`src/rtl/regbuf_pkg.sv`:
```
// Package: shared types and coverage computation for the registered buffer.
// Assumes data line D(n) sits at bit n-1 of the data vector.
package regbuf_pkg;

    localparam int DATA_W_DEF = 25;
    localparam int MASK_W     = 64;

    typedef enum logic [1:0] {
        COV_WIDE   = 2'd0,
        COV_SHORT  = 2'd1,
        COV_DEEP   = 2'd2
    } cov_mode_e;

    // Decode the two static configuration pins; the reserved late/wide pairing maps to COV_DEEP.
    function automatic cov_mode_e cov_decode(input logic late, input logic narrow);
        if (late)        return COV_DEEP;
        else if (narrow) return COV_SHORT;
        else             return COV_WIDE;
    endfunction

    // Build the coverage mask for a mode; bit n-1 set means line D(n) counts toward parity.
    function automatic logic [MASK_W-1:0] cov_mask(input cov_mode_e mode);
        logic [MASK_W-1:0] m;
        m = '0;
        for (int n = 1; n <= MASK_W; n++) begin
            unique case (mode)
                COV_DEEP:  m[n-1] = (n <= 13) && (n != 7) && (n != 11);
                COV_SHORT: m[n-1] = (n >= 2) && (n <= 14) && (n != 4) && (n != 7);
                default:   m[n-1] = (n >= 2) && (n != 4) && (n != 7);
            endcase
        end
        return m;
    endfunction

endpackage

```
`src/rtl/regbuf_capture.sv`:
```
// Module: data and control capture registers.
// Data is loaded only when capture is high; the control bits follow their inputs every edge.
// Assumes a synchronous active-low reset.
module regbuf_capture #(
    parameter int DATA_W = regbuf_pkg::DATA_W_DEF
) (
    input  logic              clk,
    input  logic              rst_n,
    input  logic              capture,
    input  logic [DATA_W-1:0] din,
    input  logic              cke_in,
    input  logic              odt_in,
    input  logic              cs_main_n,
    output logic [DATA_W-1:0] dout,
    output logic              cke_q,
    output logic              odt_q,
    output logic              cs_q_n
);

    // Data register: loads on a selected edge, otherwise holds.
    always_ff @(posedge clk) begin
        if (!rst_n) begin
            dout <= '0;
        end else if (capture) begin
            dout <= din;
        end
    end

    // Control register: unconditional copy of enable, termination and main select.
    always_ff @(posedge clk) begin
        if (!rst_n) begin
            cke_q  <= 1'b0;
            odt_q  <= 1'b0;
            cs_q_n <= 1'b1;
        end else begin
            cke_q  <= cke_in;
            odt_q  <= odt_in;
            cs_q_n <= cs_main_n;
        end
    end

    AST_DATA_LOADS: assert property (@(posedge clk) disable iff (!rst_n)
        capture |=> (dout == $past(din)));
    AST_DATA_HOLDS: assert property (@(posedge clk) disable iff (!rst_n)
        !capture |=> $stable(dout));
    AST_CTRL_FOLLOWS: assert property (@(posedge clk) disable iff (!rst_n)
        1'b1 |=> (cke_q == $past(cke_in)) && (odt_q == $past(odt_in))
                 && (cs_q_n == $past(cs_main_n)));

endmodule

```
`src/rtl/regbuf_parity_pipe.sv`:
```
// Module: parity reduction, alignment delay and parity result register.
// Each captured word is reduced to one bit over the mode's coverage mask. That bit
// is delayed one or two edges so it meets its late parity bit. Assumes static configuration.
module regbuf_parity_pipe #(
    parameter int DATA_W  = regbuf_pkg::DATA_W_DEF,
    parameter int LAT_MAX = 2
) (
    input  logic              clk,
    input  logic              rst_n,
    input  logic              cfg_late,
    input  logic              cfg_narrow,
    input  logic              capture,
    input  logic [DATA_W-1:0] din,
    input  logic              par_in,
    output logic              par_out,
    output logic              chk_err
);
    import regbuf_pkg::*;

    localparam int IDX_W = (LAT_MAX > 1) ? $clog2(LAT_MAX) : 1;

    cov_mode_e         mode;
    logic [DATA_W-1:0] mask;
    logic              word_par;
    logic [LAT_MAX-1:0] stg_vld;
    logic [LAT_MAX-1:0] stg_par;
    logic [IDX_W-1:0]  tap;
    logic              chk_vld;
    logic              chk_odd;

    // Mode decode and coverage reduction of the incoming word.
    always_comb begin
        mode     = cov_decode(cfg_late, cfg_narrow);
        mask     = cov_mask(mode)[DATA_W-1:0];
        word_par = ^(din & mask);
        tap      = cfg_late ? IDX_W'(LAT_MAX - 1) : '0;
    end

    // First delay stage: record whether a word was captured and its reduced parity.
    always_ff @(posedge clk) begin
        if (!rst_n) begin
            stg_vld[0] <= 1'b0;
            stg_par[0] <= 1'b0;
        end else begin
            stg_vld[0] <= capture;
            stg_par[0] <= word_par;
        end
    end

    // Further delay stages, one per extra clock of parity latency.
    for (genvar s = 1; s < LAT_MAX; s++) begin : g_stage
        // Shift the captured-word record one stage deeper.
        always_ff @(posedge clk) begin
            if (!rst_n) begin
                stg_vld[s] <= 1'b0;
                stg_par[s] <= 1'b0;
            end else begin
                stg_vld[s] <= stg_vld[s-1];
                stg_par[s] <= stg_par[s-1];
            end
        end
    end

    // Combine the aligned word parity with the late parity bit.
    always_comb begin
        chk_vld = stg_vld[tap];
        chk_odd = stg_par[tap] ^ par_in;
        chk_err = chk_vld & chk_odd;
    end

    // Parity result register: updates only when a word is due.
    always_ff @(posedge clk) begin
        if (!rst_n) begin
            par_out <= 1'b0;
        end else if (chk_vld) begin
            par_out <= chk_odd;
        end
    end

    AST_PAR_IDLE_HOLDS: assert property (@(posedge clk) disable iff (!rst_n)
        !chk_vld |=> $stable(par_out));
    AST_PAR_ALIGN_ONE: assert property (@(posedge clk) disable iff (!rst_n)
        (!cfg_late && capture) |=> chk_vld);
    AST_PAR_ALIGN_TWO: assert property (@(posedge clk) disable iff (!rst_n)
        (cfg_late && capture) |=> ##1 chk_vld);

endmodule

```
`src/rtl/regbuf_err_hold.sv`:
```
// Module: active-low error flag with a hold time.
// A pulse on err_evt pulls the flag low for HOLD_CYC cycles, and a new pulse restarts the count.
// Assumes a synchronous active-low reset.
module regbuf_err_hold #(
    parameter int HOLD_CYC = 2
) (
    input  logic clk,
    input  logic rst_n,
    input  logic err_evt,
    output logic err_n
);

    localparam int CNT_W = (HOLD_CYC > 1) ? $clog2(HOLD_CYC) : 1;

    logic [CNT_W-1:0] left;

    // Flag and remaining-hold counter: load on an error, count down, then release.
    always_ff @(posedge clk) begin
        if (!rst_n) begin
            err_n <= 1'b1;
            left  <= '0;
        end else if (err_evt) begin
            err_n <= 1'b0;
            left  <= CNT_W'(HOLD_CYC - 1);
        end else if (!err_n) begin
            if (left == '0) begin
                err_n <= 1'b1;
            end else begin
                left <= left - 1'b1;
            end
        end
    end

    AST_ERR_GOES_LOW: assert property (@(posedge clk) disable iff (!rst_n)
        err_evt |=> !err_n);
    AST_ERR_MIN_HOLD: assert property (@(posedge clk) disable iff (!rst_n)
        $fell(err_n) |=> !err_n);
    AST_ERR_RELEASES: assert property (@(posedge clk) disable iff (!rst_n)
        (!err_n && left == '0 && !err_evt) |=> err_n);
    AST_ERR_RESTARTS: assert property (@(posedge clk) disable iff (!rst_n)
        (!err_n && err_evt) |=> !err_n ##1 !err_n);

endmodule

```
`src/rtl/cmd_addr_regbuf.sv`:
```
// Module: top level of the registered command/address buffer with late parity check.
// Capture is enabled when either chip select is low. The configuration pins are
// assumed static while out of reset, so a change must be followed by a reset.
module cmd_addr_regbuf #(
    parameter int DATA_W   = regbuf_pkg::DATA_W_DEF,
    parameter int LAT_MAX  = 2,
    parameter int HOLD_CYC = 2
) (
    input  logic              clk,
    input  logic              rst_n,
    input  logic              cfg_late,
    input  logic              cfg_narrow,
    input  logic              cs_main_n,
    input  logic              cs_alt_n,
    input  logic [DATA_W-1:0] din,
    input  logic              cke_in,
    input  logic              odt_in,
    input  logic              par_in,
    output logic [DATA_W-1:0] dout,
    output logic              cke_q,
    output logic              odt_q,
    output logic              cs_q_n,
    output logic              par_out,
    output logic              err_n
);

    logic capture;
    logic chk_err;

    // Capture enable: either active-low select asserted.
    always_comb begin
        capture = !(cs_main_n && cs_alt_n);
    end

    regbuf_capture #(.DATA_W(DATA_W)) u_capture (
        .clk       (clk),
        .rst_n     (rst_n),
        .capture   (capture),
        .din       (din),
        .cke_in    (cke_in),
        .odt_in    (odt_in),
        .cs_main_n (cs_main_n),
        .dout      (dout),
        .cke_q     (cke_q),
        .odt_q     (odt_q),
        .cs_q_n    (cs_q_n)
    );

    regbuf_parity_pipe #(.DATA_W(DATA_W), .LAT_MAX(LAT_MAX)) u_parity (
        .clk        (clk),
        .rst_n      (rst_n),
        .cfg_late   (cfg_late),
        .cfg_narrow (cfg_narrow),
        .capture    (capture),
        .din        (din),
        .par_in     (par_in),
        .par_out    (par_out),
        .chk_err    (chk_err)
    );

    regbuf_err_hold #(.HOLD_CYC(HOLD_CYC)) u_err (
        .clk     (clk),
        .rst_n   (rst_n),
        .err_evt (chk_err),
        .err_n   (err_n)
    );

    AST_RESET_STATE: assert property (@(posedge clk)
        !rst_n |=> (dout == '0) && !par_out && err_n && !cke_q && !odt_q && cs_q_n);
    AST_ERR_WITH_ODD: assert property (@(posedge clk) disable iff (!rst_n)
        $fell(err_n) |-> par_out);

endmodule

```
`config.mk`:
```
export PLATFORM = sky130hd
export DESIGN_NAME = cmd_addr_regbuf
export DESIGN_NICKNAME = d
export VERILOG_FILES = /design/src/rtl/regbuf_pkg.sv /design/src/rtl/regbuf_capture.sv /design/src/rtl/regbuf_parity_pipe.sv /design/src/rtl/regbuf_err_hold.sv /design/src/rtl/cmd_addr_regbuf.sv
export SDC_FILE = /design/constraint.sdc
export NUM_CORES = 1
export LEC_CHECK = 0
export ABC_AREA = 1
export BUFFER_PORTS_ARGS = -buffer_cell sky130_fd_sc_hd__buf_2
export CAP_MARGIN = 30
export CORE_UTILIZATION = 43
export DETAILED_ROUTE_END_ITERATION = 16
export GPL_TIMING_DRIVEN = 0
export PLACE_DENSITY = 0.75
export SLEW_MARGIN = 20
export SYNTH_ARGS = -nofsm -noshare
export SYNTH_HDL_FRONTEND = slang
export SYNTH_SLANG_ARGS = --single-unit
```
`constraint.sdc`:
```
create_clock -name clk -period 1.2 [get_ports clk]
set_clock_uncertainty 0.2 [all_clocks]
set_input_delay 0 -clock clk [delete_from_list [all_inputs] [get_ports clk]]
set_output_delay 0 -clock clk [all_outputs]
set_load 0.02 [all_outputs]
```
# ---- Yosys cells after proc, flatten, opt, wreduce, memory -nomap -nowiden
# Index checks and enable logic that the tools add are counted.
dict set report op_classes {
  addsub 1
  order_cmp 1
  n_eq_ne 3
  n_mux 16
  n_bitwise 3
  n_reduce_logical 4
}
# op n
set op_table {}
lappend op_table {{$and A25 B25 Y25} 1}
lappend op_table {{$reduce_xor A25 Y1} 1}
lappend op_table {{$mux W1} 15}
lappend op_table {{$eq A2 B1 Y1 const B} 1}
lappend op_table {{$eq A2 B2 Y1 const B} 1}
lappend op_table {{$lt A1 B2 Y1 const B} 1}
lappend op_table {{$mux W2} 1}
lappend op_table {{$ne A2 B2 Y1 const B} 1}
lappend op_table {{$reduce_or A2 Y1} 1}
lappend op_table {{$and A1 B1 Y1} 1}
lappend op_table {{$logic_and A1 B1 Y1} 1}
lappend op_table {{$logic_not A1 Y1} 1}
lappend op_table {{$sub A1 B1 Y1 const B} 1}
lappend op_table {{$xor A1 B1 Y1} 1}
dict set report word_totals {
  register_bits 35
  inputBits 34
  out_inout_bits 30
  elab_cells 39
}

# ---- Longest topological paths before layout
dict set report logic_depth {
  word_depth 7
  ltp_mapped 14
  depth_no_buf 14
}

# ---- Modules after synthesis
# Synthesis repeated with hierarchy kept, for this count alone.
dict set report hier_totals {
  hier_cells 296
  hier_area_um2 1834.3
}
# mod n_inst cells_per_inst area_per_inst_um2 seq_area_each_um2
set modules_own_cells {}
lappend modules_own_cells {regbuf_capture 1 168 1153.6 560.5}
lappend modules_own_cells {regbuf_parity_pipe 1 117 601.8 100.1}
lappend modules_own_cells {regbuf_err_hold 1 10 75.1 40.0}
lappend modules_own_cells {cmd_addr_regbuf 1 1 3.8 0.0}

# ---- Worst setup path before layout
# No wires, ideal clock.
dict set report synth_path {
  path_type {flip-flop to flip-flop}
  startpoint {register u_parity.stg_par[0]}
  endpoint {register u_err.err_n}
  setup_ps 119
  t_arrival_ps 836
  required_ps 881
  setup_slack_ps 46
  stages_incl_launch_ff 7
  n_path_buf 0
  synth_period_minus_slack_ps 1154
  cell_sequence {dfxtp_1 > mux2i_1 > inv_1 > a22oi_1 > o21ai_0 > o21ai_0 > nand2_1}
}
dict set report synth_between {
  elab_chain_cells 5
}
# item line
set synth_lines {}
lappend synth_lines {{from (decl)} regbuf_parity_pipe.sv:26} ;# logic [LAT_MAX-1:0] stg_par;
lappend synth_lines {{from (signal assigned)} regbuf_parity_pipe.sv:46} ;# stg_par[0] <= word_par;
lappend synth_lines {{$mux W1 (not written as such) (2 in series)} regbuf_parity_pipe.sv:67} ;# chk_odd = stg_par[tap] ^ par_in;
lappend synth_lines {{$xor A1 B1 Y1} regbuf_parity_pipe.sv:67}
lappend synth_lines {{$and A1 B1 Y1} regbuf_parity_pipe.sv:68} ;# chk_err = chk_vld & chk_odd;
lappend synth_lines {{$mux W1} regbuf_err_hold.sv:22} ;# end else if (err_evt) begin
lappend synth_lines {{to (signal assigned)} regbuf_err_hold.sv:20} ;# err_n <= 1'b1;
lappend synth_lines {{to (signal assigned)} regbuf_err_hold.sv:23} ;# err_n <= 1'b0;
lappend synth_lines {{to (signal assigned)} regbuf_err_hold.sv:27} ;# err_n <= 1'b1;
lappend synth_lines {{to (decl)} regbuf_err_hold.sv:10} ;# output logic err_n
# No other way between the ends. The select of a mux whose other input is x is not followed.
# A chain may end at the register's enable or synchronous reset.

# ---- Worst setup path after layout
# Same ends and word-level chain as after synthesis.

==> run metrics <==
status=complete, but fails checks; drt total wl=4210 µm; HP Class=in -> reg; Post-Route Utilization=69.0%; Max-Cap Viols=0; required time worst endpoint=1180 ps; Global Route Usage Sum=23.1%; ant diodes=0; Worst Hold Slack=-71.0 ps; P&R area growth vs syn=49.4%; vias per cell=4.59; crit path DAT=1210 ps; die area=3940 µm²; row count=21; Rel. slew slack=72.6%; Min-Delay Endpoint=u_parity.stg_par[0]; post-synthesis compound-gate area fraction=12.8%; switch share=28.8%; setup TNS=-28.0 ps; delay-heaviest family, CP=compound AO/OA/AOI/OAI gates; Psw=830 µW; initial antenna violation count=0; vias in the first global route=1686; failing checks=negative hold slack, negative setup slack; Largest stage delay, worst path=320 ps; synth unique cells=19; Worst R2R Path Depth=6; IO Pins=64; Synth Instances=232; Clk pwr share=32.4%; FF-to-FF setup slack=-30 ps; Setup crit start kind=flop; clock slew at reported path FFs=70 ps; multiplexer share of the synthesized area=0.630%; synthesized-area fraction occupied by adder cells=0%; combinational share of power=22.9%; Die Span X=62.8 µm; clk buf depth=2; total CTS buffers=5; clock sink count=35; Max Freq=814 MHz; critical path endpoint category=flop; Final Setup Violations=1; XOR/XNOR Fraction of Synth Area=3.86%; average cell area after synthesis=6.85 µm²; root buf cell=clkbuf_8; critical-path maximum fanout=3; initial core utilization=46.2%; worst reg2reg path startpoint=u_parity.stg_par[0]; Slew @ Worst Pin=411 ps; Slowest cell on crit path=dfxtp_2; main combinational cell family by area after synthesis=simple AND/OR/NAND/NOR gates; Reg-to-Reg End=u_err.err_n; Min-Delay Path Depth=5; TritonCTS clock tree=built; layout cells sized above 1=25.8%; Fin. Hold Viols=2; Placed Area=1960 µm²; most common cell after layout, fill and taps aside=buf_2; crit path buf inv count=1; Worst VDD drop=0.742 mV; leakage=1.27 nW; Yosys warnings=0; largest net degree at the start of global routing=11; via count=1741; period utilization=102%; DRC=0; Final Worst Setup Slack=-28.0 ps; TritonRoute pass-1 iters=4; IO Port Bufs=63; Tot Pwr=2.88 mW; die height=62.8 µm; area taken by multi-input logic gates=756 µm²; FF/Latch Area=702 µm²; global route overflow=0; post-synthesis sequential area ratio=44.1%; Power Internal=2.05 mW; CTS Hold Buffers Added=30; Placeable Area=3440 µm²; DR iter-0 viols=113; RSZ-0062 raised after global routing=yes; sequential power share=44.6%; HPWL Detailed=2740 µm; Post-Syn Area=1590 µm²; Tmin final=1230 ps; gpl congestion=0.813; DRT antenna net count=0; Filler cells=294; Setup CP Type=reg -> reg; Final nets=366; most frequent cells in the layout=buf_2 (63), nand2_1 (55), nor2_1 (37); Critical Path, Cell by Cell=mux2i_1 -> inv_1 -> a22oi_2 -> o21ai_2 -> o21ai_1 -> nand2_1; post-route cell area=2370 µm²; Pwr Density=1210 nW/µm²; Post-Synth Simple-Gate Area=29.8%; # H-tree levels=2; Clk Latency, worst-skew pair=290 ps; first-pass GRT wire length=7160 µm; post-CTS setup buffers=0; Max Slew Vio Count=0; syn_nets=266; wire per inst=11.1 µm; synthesized flop and latch total=35; Worst Hold Launch=cfg_narrow
flip-flops by register name, summed over array words and instances, names as in the netlist:
name              flops
u_capture.dout       25
u_capture.cke_q       1
u_err.left            1
u_err.err_n           1
u_parity.stg_vld      2
u_capture.odt_q       1
u_capture.cs_q_n      1
u_parity.stg_par      2
u_parity.par_out      1
cell families after synthesis:
logic type                after synthesis
AOI/OAI and AO/OA                      40
xor gates and xnor gates                7
buffers and inverters                  35
DFF                                    35
muxes                                   1
and+or+nand+nor                       114
repair_timing:
item,CTS,global route
setup endpoints to repair,3,13
resized for setup,2,5
pin swaps,0,2
hold endpoints to repair,35,2
through the flow:
step | worst slack (ps) | cells
2_1_floorplan | 45.6 | 232
3_3_place_gp | -211 | 341
3_5_place_dp | -235 | 341
4_1_cts | -32.3 | 379
5_1_grt | -144 | 379
6_report | -28.0 | 379
cells in the mapped netlist:
cell      number  area share, %
nand3_2        1           0.63
nand3b_1       1           0.47
nand3_1       12            3.8
nand2_2        6            2.4
o21ai_0       27            8.5
inv_2          2           0.47
inv_1         26            6.1
clkbuf_8       1           0.87
mux2i_1        1           0.63
dfxtp_1       35             44
a22oi_1        1           0.47
a21oi_1       12            3.8
clkbuf_1       6            1.4
nand2_1       55             13
nor2_1        37            8.7
nor2_2         1           0.39
xor2_1         3            1.7
or2_2          1           0.39
xnor2_1        4            2.2
layout make-up:
cell class / count / area share, %
Inverter: 28 / 4.43
Sequential cell: 35 / 29.6
Tap cell: 46 / 2.42
Timing Repair Buffer: 93 / 25.9
Multi-Input combinational cell: 162 / 31.8
Buffer: 7 / 1.58
Clock buffer: 8 / 4.22
worst min-delay path, cell delays in order:
cell and delay (ps):
buf_2 70, nor2_1 60, nand3_1 100, nor2_1 60
nor2_2 90
worst max-delay path by stage:
stage / endpoint / cells past startpoint / start / slack, ps
6_report: u_err.err_n / 6 / u_parity.stg_par[0] / -30
2_1_floorplan: u_err.err_n / 6 / u_parity.stg_par[0] / 50
4_1_cts: u_err.err_n / 6 / u_parity.stg_par[0] / -30
3_5_place_dp: u_capture.dout[1] / 6 / cs_main_n / -240
3_3_place_gp: u_parity.stg_par[0] / 13 / cfg_late / -210
5_1_grt: u_err.err_n / 6 / u_parity.stg_par[0] / -140
per-layer routing:
metal	GRT usage (%)	vias up	routed length (µm)
met1	27.4	764	1860
met4	8.43	0	55
met3	6.39	7	209
li1	-	922	-
met5	0	-	0
met2	39.5	48	2090
power groups by stage:
stage	Sequential [mW]	Clock (mW)	Combinational [mW]
after detailed placement	1.31	0	0.567
after global placement	1.31	0	0.553
after CTS	1.29	0.952	0.647
after global routing	1.30	1.01	0.741
after floorplan	1.40	0	0.278
final	1.29	0.934	0.661
Note: power is estimated with default switching activity, not from simulation.
